$ cat src/rtl/ttab_alu_pkg.sv
package ttab_alu_pkg;
  localparam int unsigned FUNC_W = 4;

  typedef struct packed {
    logic neg;
    logic zero;
    logic carry;
  } flags_t;

  typedef enum logic [1:0] {
    MODE_LOGIC = 2'b00,
    MODE_ADD   = 2'b10,
    MODE_SUB   = 2'b11
  } mode_e;
endpackage

$ cat src/rtl/ttab_operand_reg.sv
module ttab_operand_reg #(
  parameter int unsigned WIDTH = 16
) (
  input  logic             clk,
  input  logic             rst,
  input  logic             load,
  input  logic [WIDTH-1:0] d,
  output logic [WIDTH-1:0] q
);
  always_ff @(posedge clk) begin
    if (rst) begin
      q <= '0;
    end else if (load) begin
      q <= d;
    end
  end
endmodule

$ cat src/rtl/ttab_logic_unit.sv
module ttab_logic_unit
  import ttab_alu_pkg::*;
#(
  parameter int unsigned WIDTH = 16
) (
  input  logic [WIDTH-1:0]  opa,
  input  logic [WIDTH-1:0]  opb,
  input  logic [FUNC_W-1:0] func,
  output logic [WIDTH-1:0]  res
);
  // Each result bit looks up the truth table at index {a_i, b_i}.
  for (genvar i = 0; i < WIDTH; i++) begin : g_bit
    logic [1:0] idx;
    assign idx    = {opa[i], opb[i]};
    assign res[i] = func[idx];
  end
endmodule

$ cat src/rtl/ttab_arith_unit.sv
module ttab_arith_unit #(
  parameter int unsigned WIDTH = 16
) (
  input  logic [WIDTH-1:0] opa,
  input  logic [WIDTH-1:0] opb,
  input  logic             sub,
  input  logic             cin,
  output logic [WIDTH-1:0] sum,
  output logic             carry
);
  localparam int unsigned EXT_W = WIDTH + 1;

  logic [WIDTH-1:0] b_eff;
  logic             c_eff;
  logic [EXT_W-1:0] total;

  always_comb begin
    b_eff = sub ? ~opb : opb;
    c_eff = sub ? 1'b1 : cin;
    total = {1'b0, opa} + {1'b0, b_eff} + {{WIDTH{1'b0}}, c_eff};
  end

  assign sum   = total[WIDTH-1:0];
  assign carry = total[WIDTH];
endmodule

$ cat src/rtl/ttab_alu.sv
module ttab_alu
  import ttab_alu_pkg::*;
#(
  parameter int unsigned WIDTH = 16
) (
  input  logic              clk,
  input  logic              rst,
  input  logic [WIDTH-1:0]  a_bus,
  input  logic [WIDTH-1:0]  b_bus,
  input  logic              load_a,
  input  logic              load_b,
  input  logic [FUNC_W-1:0] func,
  input  logic              arith,
  input  logic              sub,
  input  logic              cin,
  input  logic              drive,
  output logic [WIDTH-1:0]  r_data,
  output logic              r_en,
  output logic              neg,
  output logic              zero,
  output logic              cout
);
  localparam int unsigned MSB = WIDTH - 1;

  logic [WIDTH-1:0] opa_q, opb_q;
  logic [WIDTH-1:0] logic_res, arith_res, sel_res;
  logic             arith_c;
  mode_e            mode;
  flags_t           flags_d, flags_q;

  ttab_operand_reg #(.WIDTH(WIDTH)) u_opa (
    .clk(clk), .rst(rst), .load(load_a), .d(a_bus), .q(opa_q)
  );

  ttab_operand_reg #(.WIDTH(WIDTH)) u_opb (
    .clk(clk), .rst(rst), .load(load_b), .d(b_bus), .q(opb_q)
  );

  ttab_logic_unit #(.WIDTH(WIDTH)) u_logic (
    .opa(opa_q), .opb(opb_q), .func(func), .res(logic_res)
  );

  ttab_arith_unit #(.WIDTH(WIDTH)) u_arith (
    .opa(opa_q), .opb(opb_q), .sub(sub), .cin(cin),
    .sum(arith_res), .carry(arith_c)
  );

  always_comb begin
    mode = arith ? (sub ? MODE_SUB : MODE_ADD) : MODE_LOGIC;
    unique case (mode)
      MODE_ADD, MODE_SUB: begin
        sel_res       = arith_res;
        flags_d.carry = arith_c;
      end
      default: begin
        sel_res       = logic_res;
        flags_d.carry = 1'b0;
      end
    endcase
    flags_d.neg  = sel_res[MSB];
    flags_d.zero = (sel_res == '0);
  end

  always_ff @(posedge clk) begin
    if (rst) begin
      r_data  <= '0;
      r_en    <= 1'b0;
      flags_q <= '0;
    end else begin
      r_data  <= drive ? sel_res : '0;
      r_en    <= drive;
      flags_q <= flags_d;
    end
  end

  assign neg  = flags_q.neg;
  assign zero = flags_q.zero;
  assign cout = flags_q.carry;
endmodule

$ cat config.mk
export PLATFORM = sky130hd
export DESIGN_NAME = ttab_alu
export DESIGN_NICKNAME = d
export VERILOG_FILES = /design/src/rtl/ttab_alu_pkg.sv /design/src/rtl/ttab_operand_reg.sv /design/src/rtl/ttab_logic_unit.sv /design/src/rtl/ttab_arith_unit.sv /design/src/rtl/ttab_alu.sv
export SDC_FILE = /design/constraint.sdc
export NUM_CORES = 1
export LEC_CHECK = 0
export ABC_AREA = 1
export BUFFER_PORTS_ARGS = -buffer_cell sky130_fd_sc_hd__buf_2
export CORE_UTILIZATION = 30
export DETAILED_ROUTE_END_ITERATION = 10
export PLACE_DENSITY = 0.52
export SLEW_MARGIN = 30
export SYNTH_ARGS = -nofsm -noshare
export SYNTH_HDL_FRONTEND = slang
export SYNTH_HIERARCHICAL = 1
export SYNTH_SLANG_ARGS = --single-unit
$ cat constraint.sdc
create_clock -name clk -period 7.3 [get_ports clk]
set_clock_uncertainty 0.15 [all_clocks]
set_input_delay 0.365 -clock clk [delete_from_list [all_inputs] [get_ports clk]]
set_output_delay 0.365 -clock clk [all_outputs]
set_load 0.01 [all_outputs]
* Yosys cells after proc, flatten, opt, wreduce, memory -nomap -nowiden
Index checks and enable logic that the tools add are counted.
Widths: inputs -> output; s select.
** Storage, ports and cells
- Bits in registers :: 52
- Input bits :: 44
- Output and inout port bits :: 20
** Cells by class
- Add/subtract/negate cells :: 2
- $lt $le $gt $ge :: 16
- Equal/unequal tests :: 2
- Muxes and demuxes :: 37
- Bitwise gates (word level) :: 3
- Reduce and logical (&&, ||, !) cells :: 4
** Operators with widths (number)
- $lt 2x3->1 const B :: 16
- $bmux 1 s2 :: 16
- $mux 16 :: 2
- $mux 1 :: 18
- $add 16x16->17 :: 1
- $add 17x1->17 :: 1
- $logic_not 16->1 :: 1
- $not 16->16 :: 1
- $reduce_or 2->1 :: 3
- $eq 2x2->1 const B :: 2
- $mux 2 :: 1
- $not 1->1 :: 2

* Logic depth before layout (Yosys ltp)
Gate-level depths: netlist (run 1).
- Word-level depth :: 6
- Depth in mapped cells :: 20
- Gate-level depth less buffers :: 18

* Cells and area by module
The synthesis (run 1) kept the hierarchy.
** By module, submodules not included
- ttab_operand_reg :: times used 2, cells each 101, area each 670.6 µm², seq. area each 320.3 µm²
- ttab_arith_unit :: times used 1, cells each 210, area each 1164.9 µm², seq. area each 0.0 µm²
- ttab_alu :: times used 1, cells each 120, area each 802.0 µm², seq. area each 400.4 µm²
- ttab_logic_unit :: times used 1, cells each 152, area each 640.6 µm², seq. area each 0.0 µm²

* Worst setup path after synthesis (run 1)
OpenSTA, ideal clock, no wires.
- Path type :: input to register
- Start :: input port sub
- End :: register flags_q (netlist bit zero)
- Library setup time :: 64 ps
- Data arrival time :: 2475 ps
- Path slack :: 4611 ps
- Stages on the path :: 19
- Cells stage by stage :: buf_2 > buf_4 > xor2_1 > fa_1 > inv_1 > fa_1 > inv_1 > nand4_1 > nand2_1 > nand2_1 > nand3_1 > nand2_1 > inv_1 > nand2_1 > o21ai_0 > nand2_1 > nor2_1 > nand2_1 > nor2_1
** Between the ends
- Elaborated cells between the ends (all ways) :: 11
- Classes of those cells :: add/sub: 2; eq/ne: 2; mux: 5; reduce/logical: 2
** RTL lines
- from (decl) :: line ttab_alu.sv:14 : input logic sub,
- $mux 16 :: line ttab_arith_unit.sv:18 : b_eff = sub ? ~opb : opb;
- $add 16x16->17 :: line ttab_arith_unit.sv:20 : total = {1'b0, opa} + {1'b0, b_eff} + {{WIDTH{1'b0}}, c_eff};
- $add 17x1->17 (*) :: line ttab_arith_unit.sv:20
- net arith_res[14] :: line ttab_alu.sv:26 : logic [WIDTH-1:0] logic_res, arith_res, sel_res;
- $mux 16 (*) :: line ttab_alu.sv:50 : unique case (mode)
- $logic_not 16->1 (*) :: line ttab_alu.sv:61 : flags_d.zero = (sel_res == '0);
- to (signal assigned) :: line ttab_alu.sv:72 : flags_q <= flags_d;
- to (decl) :: line ttab_alu.sv:29 : flags_t flags_d, flags_q;
The timed path passes the listed nets; every way through them passes the cells marked *.
A chain may end at the register's enable or synchronous reset.

* Final worst setup path (run 1)
Same ends and word-level chain as after synthesis.

==> summary.md, run 1 <==
| Metric | Value |
|---|---|
| Status | complete, no violations |
| RSZ-0062 raised after global routing | no |
| Worst EP arrival | 2.71 ns |
| HPWL after detailed placement | 7570 µm |
| DRT iter0 DRCs | 184 |
| Post-cts sizing count | 0 |
| Register bit total from synthesis | 52 |
| # hold bufs at CTS | 0 |
| Crit Path Max Fanout | 17 |
| Setup tns final | 0 ns |
| Clk slew on worst S/H paths | 0.07 ns |
| Reg-to-reg slack, setup | 4.69 ns |
| Commonest non-fill, non-tap cell in the layout | nand2_1 |
| Final hold vios | 0 |
| Final setup vio count | 0 |
| Crit path required time | 7.39 ns |
| Internal Power | 534 µW |
| Cells taking the most area after synthesis | dfxtp_1 26%, nand2_1 25%, inv_1 12% |
| Drc violations | 0 |
| Post-synthesis cell area | 3950 µm² |
| Worst hold path depth | 5 |
| Die W | 117 µm |
| PortBufs | 63 |
| PD cells | 188 nW/µm² |
| Setup Crit Path Kind | primary input to flip-flop |
| Drt pass-1 iters | 4 |
| Core Region | 12700 µm² |
| Clock tree buffer depth | 2 |
| FP Rows | 41 |
| Switching share of power | 0.364 |
| Layout Nets | 798 |
| Vias in the first global route | 3196 |
| Most frequent cells in the layout | 263 x nand2_1, 126 x inv_1, 90 x nor2_1 |
| Min Tclk post-route | 2.62 ns |
| Via count | 3656 |
| Post-CTS Setup Inserts | 0 |
| Leakage | 0.00266 µW |
| Full die area | 13600 µm² |
| Share of layout cells above drive strength 1 | 0.131 |
| Gpl congestion | 0.872 |
| Final WS setup | 4.68 ns |
| Vias per cell | 4.02 |
| P_sw | 305 µW |
| Leading area contributor after synthesis | dfxtp_1 |
| Largest net degree at the start of global routing | 33 |
| Hold path start | b_bus[6] |
| Hold Crit Class | primary input to flip-flop |
| DRT Wirelength | 9450 µm |
| Final instance area | 4460 µm² |
| Gate power share | 0.327 |
| IO Pins | 64 |
| Final ANT Viol Nets | 0 |
| Max VDD drop | 0.0842 mV |
| R2R depth | 17 |
| Worst r2r src | u_opb/q[0] |
| Mean post-synth cell area | 5.77 µm² |
| Clk sink count | 52 |
| Synth warn | 6 |
| Fin. max-slew vios | 0 |
| Yosys cell types | 25 |
| Slew Limit Headroom | 0.627 |
| GRT Residual Overflow | 0 |
| Root Buffer Master | clkbuf_16 |
| Inserted Clock Buffers | 5 |
| FF-to-FF End | zero |
| Initial antenna violation count | 0 |
| Yosys top cell area share | 0.264 |
| Worst Tran Pin Value | 0.560 ns |
| Layout area overhead | 13.0% |
| Ant diodes | 0 |
| Htree depth | 2 |
| Hold EP | u_opb/q[6] |
| Syn Inst Count | 684 |
| FMAX | 382 MHz |
| CTS tree | yes |
| Setup crit end kind | flip-flop |
| Initial Utilization | 0.310 |
| Max-cap violation count | 0 |
| First-pass GRT wire length | 15700 µm |
| Fin crit share | 0.358 |
| Skew-Pair Late Insertion Delay | 0.30 ns |
| Post-DP Area | 4320 µm² |
| Clock power frac | 0.287 |
| Sequential fraction of the synthesis area | 0.264 |
| Startpoint Class | primary input |
| Height of the die | 117 µm |
| Flop pwr share | 0.386 |
| Global-route usage over all layers | 0.147 |
| Wire length per cell | 10.4 µm |
| Placement Setup Slack | 4.35 ns |
| Syn nets | 745 |
[registers in the layout, summed over array words and instances (netlist names)]
register and count:
zero 1, neg 1, u_opb/q 16, r_data 16
u_opa/q 16, cout 1, r_en 1
[worst max-delay path by stage]
stage | endpoint | cells past startpoint | slack [ns] | start
6_report | zero | 18 | 4.68 | sub
5_1_grt | zero | 18 | 4.38 | sub
4_1_cts | zero | 18 | 4.66 | sub
3_5_place_dp | zero | 18 | 4.35 | sub
3_3_place_gp | zero | 18 | 4.37 | sub
2_1_floorplan | zero | 19 | 4.61 | sub
[critical path, cell delays in order]
cell,delay (ns)
buf_2,0.37
xor2_1,0.23
fa_1,0.23
inv_1,0.06
fa_1,0.40
inv_1,0.09
nand4_1,0.08
nand2_1,0.14
nand2_1,0.09
nand3_1,0.07
nand2_1,0.05
inv_1,0.04
nand2_1,0.04
o21ai_0,0.11
nand2_1,0.08
nor2_1,0.11
nand2_1,0.06
nor2_1,0.09
[layout make-up]
class	instances	area (µm²)
Fill cell	1482	8260
Sequential cell	52	1040
Clock inverter	3	21.3
Tap cell	172	215
Multi-Input combinational cell	481	2240
Timing Repair Buffer	63	315
Inverter	134	503
Clock buffer	5	125
[layer usage]
metal,up-vias,track usage,share of wire
met1,1450,0.228,0.57
met3,7,0.0296,0.042
met2,85,0.205,0.37
li1,2114,-,-
met4,0,0.0321,0.010
met5,-,0,0
[metrics by stage]
step | power (µW) | utilization | std cells | hold WS (ns)
floorplan | 539 | - | 684 | 0.287
global placement | 606 | 0.339 | 902 | 0.361
detailed placement | 606 | 0.339 | 902 | 0.359
CTS | 849 | 0.351 | 910 | 0.200
global route | 910 | 0.351 | 910 | 0.212
finish | 839 | 0.351 | 910 | 0.200
[cells by family (layout without fill, tap and decap cells)]
group                      after synthesis  after routing  share of synthesized area
AOI/OAI and AO/OA                       19             19                     0.0257
xor gates and xnor gates                23             23                     0.0510
adders and majority gates               17             17                     0.0577
buffers and inverters                  151            205                      0.169
DFF                                     52             52                      0.264
and+or+nand+nor                        422            422                      0.433
[power groups by stage]
stage | clock network (µW) | logic (µW) | registers [µW]
after detailed placement | 0 | 276 | 330
after global routing | 262 | 320 | 327
final | 241 | 274 | 324
after global placement | 0 | 277 | 330
after floorplan | 0 | 209 | 329
after CTS | 249 | 277 | 324
[cells in the mapped netlist, drive strengths merged]
cell type and number:
nand2 271, inv 134, nor2 95, dfxtp 52, nand3 47, xor2 20, buf 16, ha 15
a21oi 12, o21ai 6, nor3 3, xnor2 3, fa 2, nand3b 2, nand4 2, or2 2
clkbuf 1, o31ai 1
No activity file was read; power rests on OpenSTA's default activity.
==> inputs of run 2 (changes only) <==
Clock period 7.3 ns to 2.6 ns, I/O delays scaled along.
==> run 2 against run 1 <==
Against the previous run:
- largest cell class unchanged
- register-to-register slack got worse by 4.5 ns
- die area did not move
- sequential power rose to 2.8 times the previous value
==> summary.md, run 2 (synthesized netlist as in run 1, its figures left out) <==
| Metric | Value |
|---|---|
| GRT Residual Overflow | 0 |
| Switching share of power | 0.358 |
| Max stage delay on crit path | 0.35 ns |
| HPWL after detailed placement | 7670 µm |
| FP Rows | 41 |
| Min Tclk post-route | 2.39 ns |
| FMAX | 418 MHz |
| Internal Power | 1560 µW |
| Post-DP Area | 4380 µm² |
| Initial antenna violation count | 0 |
| Slowest-stage cell, CP | fa_2 |
| CTS tree | yes |
| Height of the die | 117 µm |
| Setup tns final | 0 ns |
| Final instance area | 4930 µm² |
| Gpl congestion | 0.920 |
| P_sw | 870 µW |
| Flop pwr share | 0.372 |
| Slew Limit Headroom | 0.619 |
| Global-route usage over all layers | 0.158 |
| Final hold vios | 0 |
| Setup crit end kind | flip-flop |
| Clock power frac | 0.274 |
| Final ANT Viol Nets | 0 |
| Max VDD drop | 0.293 mV |
| Total power draw | 2430 µW |
| Drc violations | 0 |
| Htree depth | 2 |
| PortBufs | 63 |
| DRT Wirelength | 9950 µm |
| Worst path buffer plus inverter count | 3 |
| Layout area overhead | 24.9% |
| Vias in the first global route | 3468 |
| Inserted Clock Buffers | 5 |
| Drt pass-1 iters | 4 |
| Clock tree buffer depth | 2 |
| Crit path max-delay family | simple AND/OR/NAND/NOR gates |
| Startpoint Class | flip-flop |
| Largest registers | r_data: 16 flops, u_opa/q: 16 flops, u_opb/q: 16 flops |
| Status | complete, no violations |
| Worst-path cell chain | xor2_2 -> fa_2 -> inv_2 -> fa_2 -> inv_2 -> nand3_1 -> nand3_2 -> buf_4 -> xor2_1 -> nand2_1 -> nand3_1 -> nor2_1 -> nand3_2 -> nor2_1 |
| Setup Crit Path Kind | flip-flop to flip-flop |
| Crit path required time | 2.67 ns |
| Skew-Pair Late Insertion Delay | 0.29 ns |
| Fillers | 1455 |
| Commonest non-fill, non-tap cell in the layout | nand2_1 |
| First-pass GRT wire length | 16900 µm |
| Worst EP arrival | 2.46 ns |
| Share of layout cells above drive strength 1 | 0.166 |
| PD cells | 493 nW/µm² |
| Worst Tran Pin Value | 0.572 ns |
| Wire length per cell | 10.4 µm |
| Root Buffer Master | clkbuf_16 |
| Max-cap violation count | 0 |
| Crit Path Max Fanout | 3 |
| Initial Utilization | 0.310 |
| Layout Nets | 841 |
| Placed cells | 910 |
| Final setup vio count | 0 |
| IO Pins | 64 |
| Ant diodes | 0 |
| Core Region | 12700 µm² |
| Largest net degree at the start of global routing | 33 |
| Fin crit share | 0.921 |
| Clk slew on worst S/H paths | 0.07 ns |
| Via count | 3861 |
| DRT iter0 DRCs | 233 |
| Die W | 117 µm |
| Most frequent cells in the layout | 257 x nand2_1, 124 x inv_1, 89 x nor2_1 |
| Clk sink count | 52 |
| Final design utilization | 0.388 |
| Fin. max-slew vios | 0 |
| Full die area | 13600 µm² |
| Hold Crit Class | primary input to flip-flop |
| Leakage | 0.00286 µW |
| Vias per cell | 4.05 |
| Gate power share | 0.354 |
| Non-filler cells, final | 953 |
==> run 2: cell types whose count changed in the layout (fill, tap and decap cells not counted), sizes merged <==
| cell | previous run | this run |
|---|---|---|
| buf | 63 | 74 |
| inv | 135 | 134 |
| clkbuf | 5 | 6 |
| dlygate4sd3 | 0 | 32 |
==> run 2: repair_timing <==
action                                  CTS  global route
buffers inserted                          0             3
hold buffers                             32             0
gates resized for setup                   0            25
endpoints found under the hold margin    33             0
endpoints found under the setup margin    0             2
==> run 2: layout make-up <==
class	count	area [µm²]	area share
Clock buffer	6	129	0.0261
Clock inverter	2	16.3	0.00330
Inverter	134	503	0.102
Multi-Input combinational cell	481	2300	0.467
Sequential cell	52	1050	0.212
Tap cell	172	215	0.0436
Timing Repair Buffer	106	718	0.146
==> run 2: through the flow <==
stage / worst slack [ns] / hold slack [ns]
4_1_cts: 0.0250 / 0.0354
3_3_place_gp: 0.0748 / 0.270
6_report: 0.206 / 0.0285
2_1_floorplan: 0.146 / 0.0516
3_5_place_dp: 0.0427 / 0.266
5_1_grt: -0.00679 / 0.0529
==> run 2: power groups by stage <==
| stage | Clock (µW) | Combinational [µW] | Sequential, µW |
|---|---|---|---|
| after floorplan | 0 | 588 | 924 |
| after global placement | 0 | 793 | 921 |
| after detailed placement | 0 | 789 | 921 |
| after CTS | 686 | 829 | 902 |
| after global routing | 725 | 999 | 914 |
| final | 665 | 861 | 904 |
==> run 2: tightest hold or removal path, delay by kind of cell <==
kind          cells  cell delay [ns]
simple gates      3             0.16
buf+inv           2             0.14
==> run 2: final timing paths <==
path | startpoint | to | slack [ns] | cells after the start
max | u_opb/q[0] | zero | 0.21 | 14
min | b_bus[0] | u_opb/q[0] | 0.03 | 5
max reg2reg | u_opb/q[0] | zero | 0.21 | 14
min reg2reg | u_opb/q[3] | u_opb/q[3] | 0.36 | 2
==> run 2: routing by layer <==
layer  track usage  vias up  share of wire
met2         0.229       97           0.39
met4        0.0321        0         0.0074
li1              -     2195              -
met1         0.243     1563           0.56
met5             0        -              0
met3        0.0218        6          0.048
